**src/rtl/gpio_irq_pkg.sv**
```systemverilog
package gpio_irq_pkg;

    // routing codes
    localparam logic [2:0] ROUTE_APP  = 3'd4;
    localparam logic [2:0] ROUTE_NONE = 3'd7;

    // field positions
    localparam int CFG_OE_BIT   = 9;
    localparam int DATA_IN_BIT  = 0;
    localparam int DATA_OUT_BIT = 1;
    localparam int STAT_BIT     = 0;

    // word select inside a pin's 16-byte slot
    typedef enum logic [1:0] {
        REG_CFG  = 2'd0,
        REG_DATA = 2'd1,
        REG_ICFG = 2'd2,
        REG_STAT = 2'd3
    } reg_sel_e;

    typedef struct packed {
        logic       oe;
        logic       out;
        logic       rse;       // status enable
        logic       edge_mode;
        logic       pol;
        logic       ie;        // interrupt enable
        logic       status;
        logic       pend;      // latched edge interrupt
        logic       prev;      // previous synchronised level
        logic [2:0] route;
    } pin_state_t;

endpackage

```
**src/rtl/gpio_sync.sv**
```systemverilog
module gpio_sync #(
    parameter int W      = 16,
    parameter int STAGES = 2
) (
    input  logic         clk,
    input  logic         rst_n,
    input  logic [W-1:0] din,
    output logic [W-1:0] dout
);

    logic [STAGES-1:0][W-1:0] sync_d, sync_q;

    always_comb begin
        sync_d[0] = din;
        for (int k = 1; k < STAGES; k++) begin
            sync_d[k] = sync_q[k-1];
        end
    end

    always_ff @(posedge clk or negedge rst_n) begin
        if (!rst_n) sync_q <= '0;
        else        sync_q <= sync_d;
    end

    assign dout = sync_q[STAGES-1];

endmodule

```
**src/rtl/gpio_pin_cell.sv**
```systemverilog
module gpio_pin_cell
    import gpio_irq_pkg::*;
(
    input  logic       clk,
    input  logic       rst_n,
    input  logic       s_in,
    input  logic       wr_cfg,
    input  logic       wr_data,
    input  logic       wr_icfg,
    input  logic       wr_ack,
    input  logic       wr_route,
    input  logic [3:0] wlow,
    input  logic       woe,
    output logic       oe,
    output logic       out,
    output logic [3:0] icfg,
    output logic       status,
    output logic [2:0] route,
    output logic       irq
);

    localparam pin_state_t PIN_RESET = '{route: ROUTE_NONE, default: 1'b0};

    pin_state_t st_d, st_q;
    logic edge_hit, level_hit, trig;

    always_comb begin
        st_d      = st_q;
        edge_hit  = st_q.pol ? (s_in & ~st_q.prev) : (~s_in & st_q.prev);
        level_hit = (s_in == st_q.pol);
        trig      = st_q.edge_mode ? edge_hit : level_hit;

        if (wr_cfg)   st_d.oe  = woe;
        if (wr_data)  st_d.out = wlow[DATA_OUT_BIT];
        if (wr_icfg)  {st_d.rse, st_d.edge_mode, st_d.pol, st_d.ie} = wlow;
        if (wr_route) st_d.route = wlow[2:0];

        st_d.prev = s_in;

        // acknowledge first, then a trigger in the same cycle wins
        if (wr_ack && wlow[STAT_BIT]) begin
            st_d.status = 1'b0;
            st_d.pend   = 1'b0;
        end
        if (!st_q.edge_mode || !st_q.ie) st_d.pend = 1'b0;
        if (trig && st_q.rse) st_d.status = 1'b1;
        if (st_q.edge_mode && st_q.ie && edge_hit) st_d.pend = 1'b1;
    end

    always_ff @(posedge clk or negedge rst_n) begin
        if (!rst_n) st_q <= PIN_RESET;
        else        st_q <= st_d;
    end

    assign oe     = st_q.oe;
    assign out    = st_q.out;
    assign icfg   = {st_q.rse, st_q.edge_mode, st_q.pol, st_q.ie};
    assign status = st_q.status;
    assign route  = st_q.route;
    assign irq    = st_q.ie && (st_q.route == ROUTE_APP) &&
                    (st_q.edge_mode ? st_q.pend : level_hit);

endmodule

```
**src/rtl/gpio_irq_bank.sv**
```systemverilog
module gpio_irq_bank
    import gpio_irq_pkg::*;
#(
    parameter int N           = 16,
    parameter int ADDR_W      = 16,
    parameter int DATA_W      = 32,
    parameter int SYNC_STAGES = 2
) (
    input  logic              clk,
    input  logic              rst_n,
    input  logic              wr_en,
    input  logic [ADDR_W-1:0] addr,
    input  logic [DATA_W-1:0] wdata,
    output logic [DATA_W-1:0] rdata,
    input  logic [N-1:0]      pin_in,
    output logic [N-1:0]      pin_out,
    output logic [N-1:0]      pin_oe,
    output logic [N-1:0]      pin_irq,
    output logic              summary_irq
);

    localparam int              IDX_W      = (N > 1) ? $clog2(N) : 1;
    localparam logic [ADDR_W-1:0] BANK_BASE  = ADDR_W'(16'h1000);
    localparam logic [ADDR_W-1:0] BANK_SPAN  = ADDR_W'(N * 16);
    localparam logic [ADDR_W-1:0] ROUTE_BASE = ADDR_W'(16'h0400);
    localparam logic [ADDR_W-1:0] ROUTE_SPAN = ADDR_W'(N * 4);

    logic [ADDR_W-1:0] bank_off, route_off;
    logic              bank_hit, route_hit;
    logic [IDX_W-1:0]  bank_idx, route_idx;
    reg_sel_e          bank_sel;

    logic [N-1:0] wr_cfg_v, wr_data_v, wr_icfg_v, wr_ack_v, wr_route_v;
    logic [N-1:0] sync_v, stat_vec, ie_vec, rse_vec, routed_vec;
    logic [3:0]   icfg_a  [N];
    logic [2:0]   route_a [N];

    logic unused_wbits;
    assign unused_wbits = ^{wdata[DATA_W-1:CFG_OE_BIT+1], wdata[CFG_OE_BIT-1:4]};

    gpio_sync #(.W(N), .STAGES(SYNC_STAGES)) u_sync (
        .clk  (clk),
        .rst_n(rst_n),
        .din  (pin_in),
        .dout (sync_v)
    );

    // address decode
    always_comb begin
        bank_off  = addr - BANK_BASE;
        route_off = addr - ROUTE_BASE;
        bank_hit  = (addr >= BANK_BASE) && (bank_off < BANK_SPAN) && (addr[1:0] == 2'b00);
        route_hit = (addr >= ROUTE_BASE) && (route_off < ROUTE_SPAN) && (addr[1:0] == 2'b00);
        bank_idx  = bank_off[4 +: IDX_W];
        route_idx = route_off[2 +: IDX_W];
        bank_sel  = reg_sel_e'(bank_off[3:2]);
        for (int i = 0; i < N; i++) begin
            wr_cfg_v[i]   = wr_en && bank_hit && (bank_idx == IDX_W'(i)) && (bank_sel == REG_CFG);
            wr_data_v[i]  = wr_en && bank_hit && (bank_idx == IDX_W'(i)) && (bank_sel == REG_DATA);
            wr_icfg_v[i]  = wr_en && bank_hit && (bank_idx == IDX_W'(i)) && (bank_sel == REG_ICFG);
            wr_ack_v[i]   = wr_en && bank_hit && (bank_idx == IDX_W'(i)) && (bank_sel == REG_STAT);
            wr_route_v[i] = wr_en && route_hit && (route_idx == IDX_W'(i));
        end
    end

    for (genvar g = 0; g < N; g++) begin : g_pin
        gpio_pin_cell u_cell (
            .clk     (clk),
            .rst_n   (rst_n),
            .s_in    (sync_v[g]),
            .wr_cfg  (wr_cfg_v[g]),
            .wr_data (wr_data_v[g]),
            .wr_icfg (wr_icfg_v[g]),
            .wr_ack  (wr_ack_v[g]),
            .wr_route(wr_route_v[g]),
            .wlow    (wdata[3:0]),
            .woe     (wdata[CFG_OE_BIT]),
            .oe      (pin_oe[g]),
            .out     (pin_out[g]),
            .icfg    (icfg_a[g]),
            .status  (stat_vec[g]),
            .route   (route_a[g]),
            .irq     (pin_irq[g])
        );
        assign ie_vec[g]     = icfg_a[g][0];
        assign rse_vec[g]    = icfg_a[g][3];
        assign routed_vec[g] = (route_a[g] == ROUTE_APP);
    end

    // read mux
    always_comb begin
        rdata = '0;
        if (bank_hit) begin
            unique case (bank_sel)
                REG_CFG:  rdata[CFG_OE_BIT] = pin_oe[bank_idx];
                REG_DATA: begin
                    rdata[DATA_IN_BIT]  = sync_v[bank_idx];
                    rdata[DATA_OUT_BIT] = pin_out[bank_idx];
                end
                REG_ICFG: rdata[3:0]       = icfg_a[bank_idx];
                REG_STAT: rdata[STAT_BIT]  = stat_vec[bank_idx];
                default:  rdata = '0;
            endcase
        end else if (route_hit) begin
            rdata[2:0] = route_a[route_idx];
        end
    end

    assign summary_irq = |pin_irq;

endmodule

```
**config.mk**
```make
export PLATFORM = sky130hd
export DESIGN_NAME = gpio_irq_bank
export DESIGN_NICKNAME = d
export VERILOG_FILES = /design/src/rtl/gpio_irq_pkg.sv /design/src/rtl/gpio_sync.sv /design/src/rtl/gpio_pin_cell.sv /design/src/rtl/gpio_irq_bank.sv
export SDC_FILE = /design/constraint.sdc
export NUM_CORES = 1
export LEC_CHECK = 0
export ABC_AREA = 1
export BUFFER_PORTS_ARGS = -buffer_cell sky130_fd_sc_hd__buf_2
export CORE_MARGIN = 2
export CORE_UTILIZATION = 44
export CTS_CLUSTER_SIZE = 30
export DETAILED_ROUTE_END_ITERATION = 8
export GPL_TIMING_DRIVEN = 0
export HOLD_SLACK_MARGIN = 0.06
export PLACE_DENSITY = 0.68
export SYNTH_ARGS = -nofsm -noshare
export SYNTH_HDL_FRONTEND = slang
export SYNTH_SLANG_ARGS = --single-unit
```
**constraint.sdc**
```tcl
create_clock -name clk -period 1.8 [get_ports clk]
set_input_delay 0.18 -clock clk [delete_from_list [all_inputs] [get_ports clk]]
set_output_delay 0.18 -clock clk [all_outputs]
set_load 0.02 [all_outputs]
```
# Yosys cells after proc, flatten, opt, wreduce, memory -nomap -nowiden

Cells that the tools add are included.

Register bits after elaboration: 224
Bits of input ports: 67
Output and inout port bits: 81
Logic and storage cells: 718

$add $sub $neg: 2
$lt $le $gt $ge: 7
Eq/ne operators: 65
Multiplexer cells: 133
Bitwise logic cells: 66
Reductions and logical operators: 283

Operator list:

| kind                   | number |
|---|---|
| $logic_and 1x1->1      | 198 |
| $mux 1                 | 101 |
| $eq 4x4->1 const B     | 16 |
| $eq 3x3->1 const B     | 16 |
| $reduce_bool 3->1      | 16 |
| $mux 2                 | 17 |
| $and 1x1->1            | 32 |
| $eq 4x3->1 const B     | 8 |
| $logic_not 1->1        | 32 |
| $not 1->1              | 32 |
| $reduce_bool 2->1      | 16 |
| $bmux 1 s4             | 4 |
| $bmux 4 s4             | 1 |
| $eq 1x1->1             | 16 |
| $eq 4x2->1 const B     | 4 |
| $ge 16x11->1 const B   | 1 |
| $ge 16x13->1 const B   | 1 |
| $logic_or 1x1->1       | 16 |
| $lt 16x7->1 const B    | 1 |
| $lt 16x9->1 const B    | 1 |
| $reduce_or 16->1       | 1 |
| $sub 16x11->16 const B | 1 |
| $sub 16x13->16 const B | 1 |
| $bmux 3 s4             | 1 |
| other kinds (13)       | 23 |

# Longest topological paths before layout

Word-level depth: 11
Mapped depth: 14
Gate-level depth less buffers: 11

# By module

A second synthesis with hierarchy kept.

Cells, all modules: 1524
Area total of the unflattened synthesis: 12184.2 um2

Modules (own cells, without submodules):

| module        | times used | cells each | area an instance (um2) | seq. area each (um2) |
|---|---|---|---|---|
| gpio_pin_cell | 16         | 59         | 554.3                  | 304.0 |
| gpio_irq_bank | 1          | 548        | 2514.9                 | 0.0 |
| gpio_sync     | 1          | 32         | 800.8                  | 800.8 |

# Worst setup path after synthesis

Ideal clock, no wire load.

Path kind: input port to output port
Start point: in addr[2]
End point: out rdata[3]
Arrival time: 1.687 ns
Required time: 1.620 ns
Slack: -0.067 ns
Stages on the path: 8
Path buffers: 3
Path through: clkbuf_1 > inv_2 > buf_2 > ha_1 > inv_1 > buf_2 > nor2_1 > and2_1

Cells in the longest elaborated chain, start to end: 7
Elaborated cells between the ends (all ways): 12
Those cells by class: add/sub (1); order compare (2); eq/ne (1); mux (5); bitwise (1); reduce/logical (2)

Ends and longest elaborated chain:

| element                                                | line                | text |
|---|---|---|
| from (decl)                                            | gpio_irq_bank.sv:12 | `input logic [ADDR_W-1:0] addr,` |
| branches (longest 6 deep; another with $sub 16x13->16) | n/a                 |  |
| $mux 7 *                                               | gpio_irq_bank.sv:93 | `if (bank_hit) begin` |
| to (decl)                                              | gpio_irq_bank.sv:14 | `output logic [DATA_W-1:0] rdata,` |

Mark *: on every way between the ends. The select of a mux whose other input is x is not followed.

# Final worst setup path

Start point: reg g_pin[10].u_cell.st_q (netlist bit g_pin[10].u_cell.route[2])
End point: out summary_irq

Cells in the longest elaborated chain, start to end: 4

Ends and longest elaborated chain:

| element                         | line                 | text |
|---|---|---|
| from (decl)                     | gpio_pin_cell.sv:24  | `pin_state_t st_d, st_q;` |
| from (signal assigned)          | gpio_pin_cell.sv:52  | `else st_q <= st_d;` |
| $eq 3x3->1                      | gpio_pin_cell.sv:60  | `assign irq = st_q.ie && (st_q.route == ROUTE_APP) &&` |
| $logic_and 1x1->1 (2 in series) | gpio_pin_cell.sv:60  |  |
| $reduce_or 16->1                | gpio_irq_bank.sv:109 | `assign summary_irq = \|pin_irq;` |
| to (decl)                       | gpio_irq_bank.sv:19  | `output logic summary_irq` |

No other way between the ends.

==> reports/results.txt <==
The number of global-route vias before repair is 10,600, and the DRC violation count after routing is 0. The run gives 27,310 um as the detailed placer's ending HPWL. Once the floorplan was initialized, standard cells occupied 44.80% of the core.

The logs give 25,980 sq um for the area inside the core boundary and 1,304 for the violation count after the first detailed-routing iteration. The tools report the nature of the critical path endpoint as an output port. The combined area of all synthesized cells is 11,640 sq um, and the transition time at the pin with the least slew margin is 0.9574 ns. The area share of fa/ha/maj cells after synthesis works out to 0.5374%. Number of synthesized register bits: 224. The count of maximum capacitance violations was 0; the detailed-route via count was 11,180.

The simple logic cell fraction of the synthesized area works out to 26.17%. For the worst setup path, the data required time is 1.62 ns. The worst path uses 134.1% of the clock period. The filler cells instantiated in the layout total 2,361.

In the global route stage, overall resource usage came out at 27.95%. After the last flow step, the layout net total stands at 1,738. The endpoint arrival time on the critical path came out at 2.23 ns. In this run the power density over the cells is 757.9 nW/um^2. The tools report the number of placement rows as 59. Proportion of synthesized flip-flops having asynchronous set or reset: 100.0%. By area, the combinational part of the netlist is dominated by simple AND/OR/NAND/NOR gates. The final layout contains routed wiring with a total length of 39,730 um. The total overflow left after global routing is 0. The detail route stage leaves a number of antenna-violating nets equal to 0. Synthesis handed over a netlist of 1,455 instances. The number of enable-type register cells in the synthesized netlist was 0; the fraction of layout instances using a drive strength above 1 was 31.59%. Along the worst hold path, the cell count comes to 3. Synthesis instantiated 38 different standard cells from the library.

Each instance of the synthesized netlist takes up on average 8.001 sq um. Clock-pin slew was measured on the worst setup and hold paths at 0.07 ns. Once layout is complete, the cells apart from fillers number 2,019. Input and output buffers added on the ports amount to 87. The first-pass iteration count of the detailed router came out at 8. The maximum resistive drop on vdd is 846.5 uV, and the initial antenna violation count is 1. Clock latency on the worst-skew pair: 0.53 ns. Setup repair after global routing could not meet its margin everywhere. Of the post-synthesis cell area, the part taken by muxes is 0%. Of all nets on the critical path, the largest fanout is 2. The checks that failed: negative setup slack. Subtracting the final worst setup slack from the clock period gives 2.413 ns. Signed area change from the synthesized netlist to the final layout: 27.29%. Headroom to the max-slew limit came out at 36.17%.

For this run, the top clock speed supported by timing is 414.4 MHz. The run gives 57.03% as the end-of-flow core utilization. The library cell used most frequently in the layout, excluding fill and tap cells, is nand2_1. The count of final max-slew check failures came out at 0.

Measured along the y axis, the die boundary spans 166.7 um. Counting cells, the worst reg-to-reg path comes to 12. Setup violation total in the final timing report: 22.

Dividing the detail-routed via count by the number of cells gives 5.536. The synthesized netlist devotes 14.02% of its cell area to compound gates. The most used flip-flop cell after synthesis was dfrtp_1. The count of inserted antenna diode cells is 0, and the H-tree depth is 1. The pin count of the biggest net entering global routing was 114. For this run, the number of Yosys warnings is 0.

The flow ran to the end, but the final reports show violations. The die width is 166.7 um. The first-pass GRT wire length is 60,080 um, and the average routed wire per standard cell is 19.68 um.

The routability congestion estimate from global placement came out at 0.9812. After Yosys synthesis, XOR and XNOR cells account for 0% of the synthesized area. The I/O pin total was 148. TritonCTS built the clock tree.

Across the routed clock network, the largest skew measured is 0.01030 ns. Summed over all cells, the static leakage comes to 7.011 nW. Clock tree synthesis selected as its root buffer the cell clkbuf_16. The worst hold path belongs to the class input port to flip-flop.

The tools report the number of sinks handled by clock tree synthesis as 224. The post-route worst setup slack is -0.6131 ns, and the buffer depth of the longest clock path is 3. The number of clock buffers added by TritonCTS is 25.

Leaving out fill and tap cells, the most frequent cells in the layout are nand2_1 (396), dfrtp_1 (160), o21ai_0 (145). The die covers 27,770 sq um. The portion of the post-synthesis area used by sequential elements came out at 48.67%. For the total instance count after detailed placement, the log shows 1,904. The worst setup path is of the flip-flop to output port kind. The tools report the startpoint type of the worst setup path as a flip-flop.

The final count of hold timing violations came out at 0.
[timing repair]
action / in CTS / in global routing
setup buffers: 55 / 20
resized for setup: 182 / 85
setup endpoints to repair: 69 / 46
endpoints found under the hold margin: 80 / 0
pin swaps: 46 / 53
hold buffers: 17 / 0
[metal layers]
metal	up-vias	wire (um)	track usage [%]
met5	-	14	0
met1	5326	15790	36.11
met4	2	2205	14.24
li1	5100	-	-
met2	612	17630	42.87
met3	137	4092	8.175
[logic make-up after synthesis]
kind of cell,after synthesis
compound gates,305
other cells,1
fa+ha+maj,5
buf+inv,225
flops,224
simple gates,695
[Yosys cell counts, types with 14 or more instances]
cell type	instances	area [sq um]
o22ai_1	19	118.9
o21ai_0	163	815.8
a31oi_1	32	200.2
inv_1	80	300.3
nor3_1	39	195.2
nor2_4	14	157.7
clkbuf_1	29	108.9
nand2_1	421	1580
dfrtp_1	176	4404
a21oi_1	50	250.2
nor2_1	139	521.8
buf_2	19	95.09
o21ai_1	29	145.1
nand3_1	27	135.1
dfstp_2	48	1261
buf_4	78	585.6
[sequential cells by signal, summed over array words and instances, names as in the netlist]
signal               flops
g_pin.u_cell.out        16
g_pin.u_cell.oe         16
u_sync.dout             16
g_pin.u_cell.st_q       32
g_pin.u_cell.icfg       64
g_pin.u_cell.route      48
g_pin.u_cell.status     16
u_sync.sync_d           16
[path summary, 6_finish.rpt]
path,endpoint,start,slack (ns)
worst min-delay path,g_pin[0].u_cell.oe,wdata[9],0.11
max in group asynchronous,u_sync.dout[6],rst_n,0.39
min in group asynchronous,g_pin[5].u_cell.status,rst_n,0.33
worst max-delay path,summary_irq,g_pin[10].u_cell.route[2],-0.61
worst min register to register,u_sync.dout[7],u_sync.sync_d[23],0.35
worst max register to register,g_pin[15].u_cell.status,g_pin[15].u_cell.icfg[1],0.11
[power breakdown]
group	total, W	internal [W]	switching, W
Combinational	0.00101	0.000296	0.000715
Clock	0.00507	0.00298	0.00209
Sequential	0.00515	0.00510	0.0000447
[per-stage QoR]
stage	setup TNS (ns)	hold WS [ns]	setup WS, ns	total power [W]	instance area (sq um)
floorplan	0	-0.1156	0.01338	0.005715	11740
global placement	-745.79	0.2881	-3.374	0.006087	12600
detailed placement	-64.85	0.2893	-0.7243	0.006102	12640
CTS	-5.009	0.1030	-0.5698	0.01122	14540
global route	-5.512	0.1203	-0.6250	0.01155	14820
finish	-4.504	0.1054	-0.6131	0.01123	14820
[layout make-up]
| cell class | instances | area, sq um | area share, % |
|---|---|---|---|
| flip-flops and latches | 224 | 5685 | 38.37 |
| multi-input cells | 1032 | 5383 | 36.33 |
| repair buffers | 171 | 1313 | 8.858 |
| plain buffers | 123 | 864.6 | 5.835 |
| clock buffers | 39 | 748.2 | 5.049 |
| well taps | 335 | 419.2 | 2.829 |
| inverters | 89 | 347.8 | 2.347 |
| clock inverters | 6 | 57.56 | 0.3884 |
[critical path: stages (launching register included)]
cell	delay (ns)
dfstp_2	0.54
inv_2	0.05
nor4_4	0.36
nand3b_1	0.20
nand4_1	0.26
nor2_1	0.07
nand2_1	0.08
buf_4	0.14
Power figures use the tool's default switching activity.
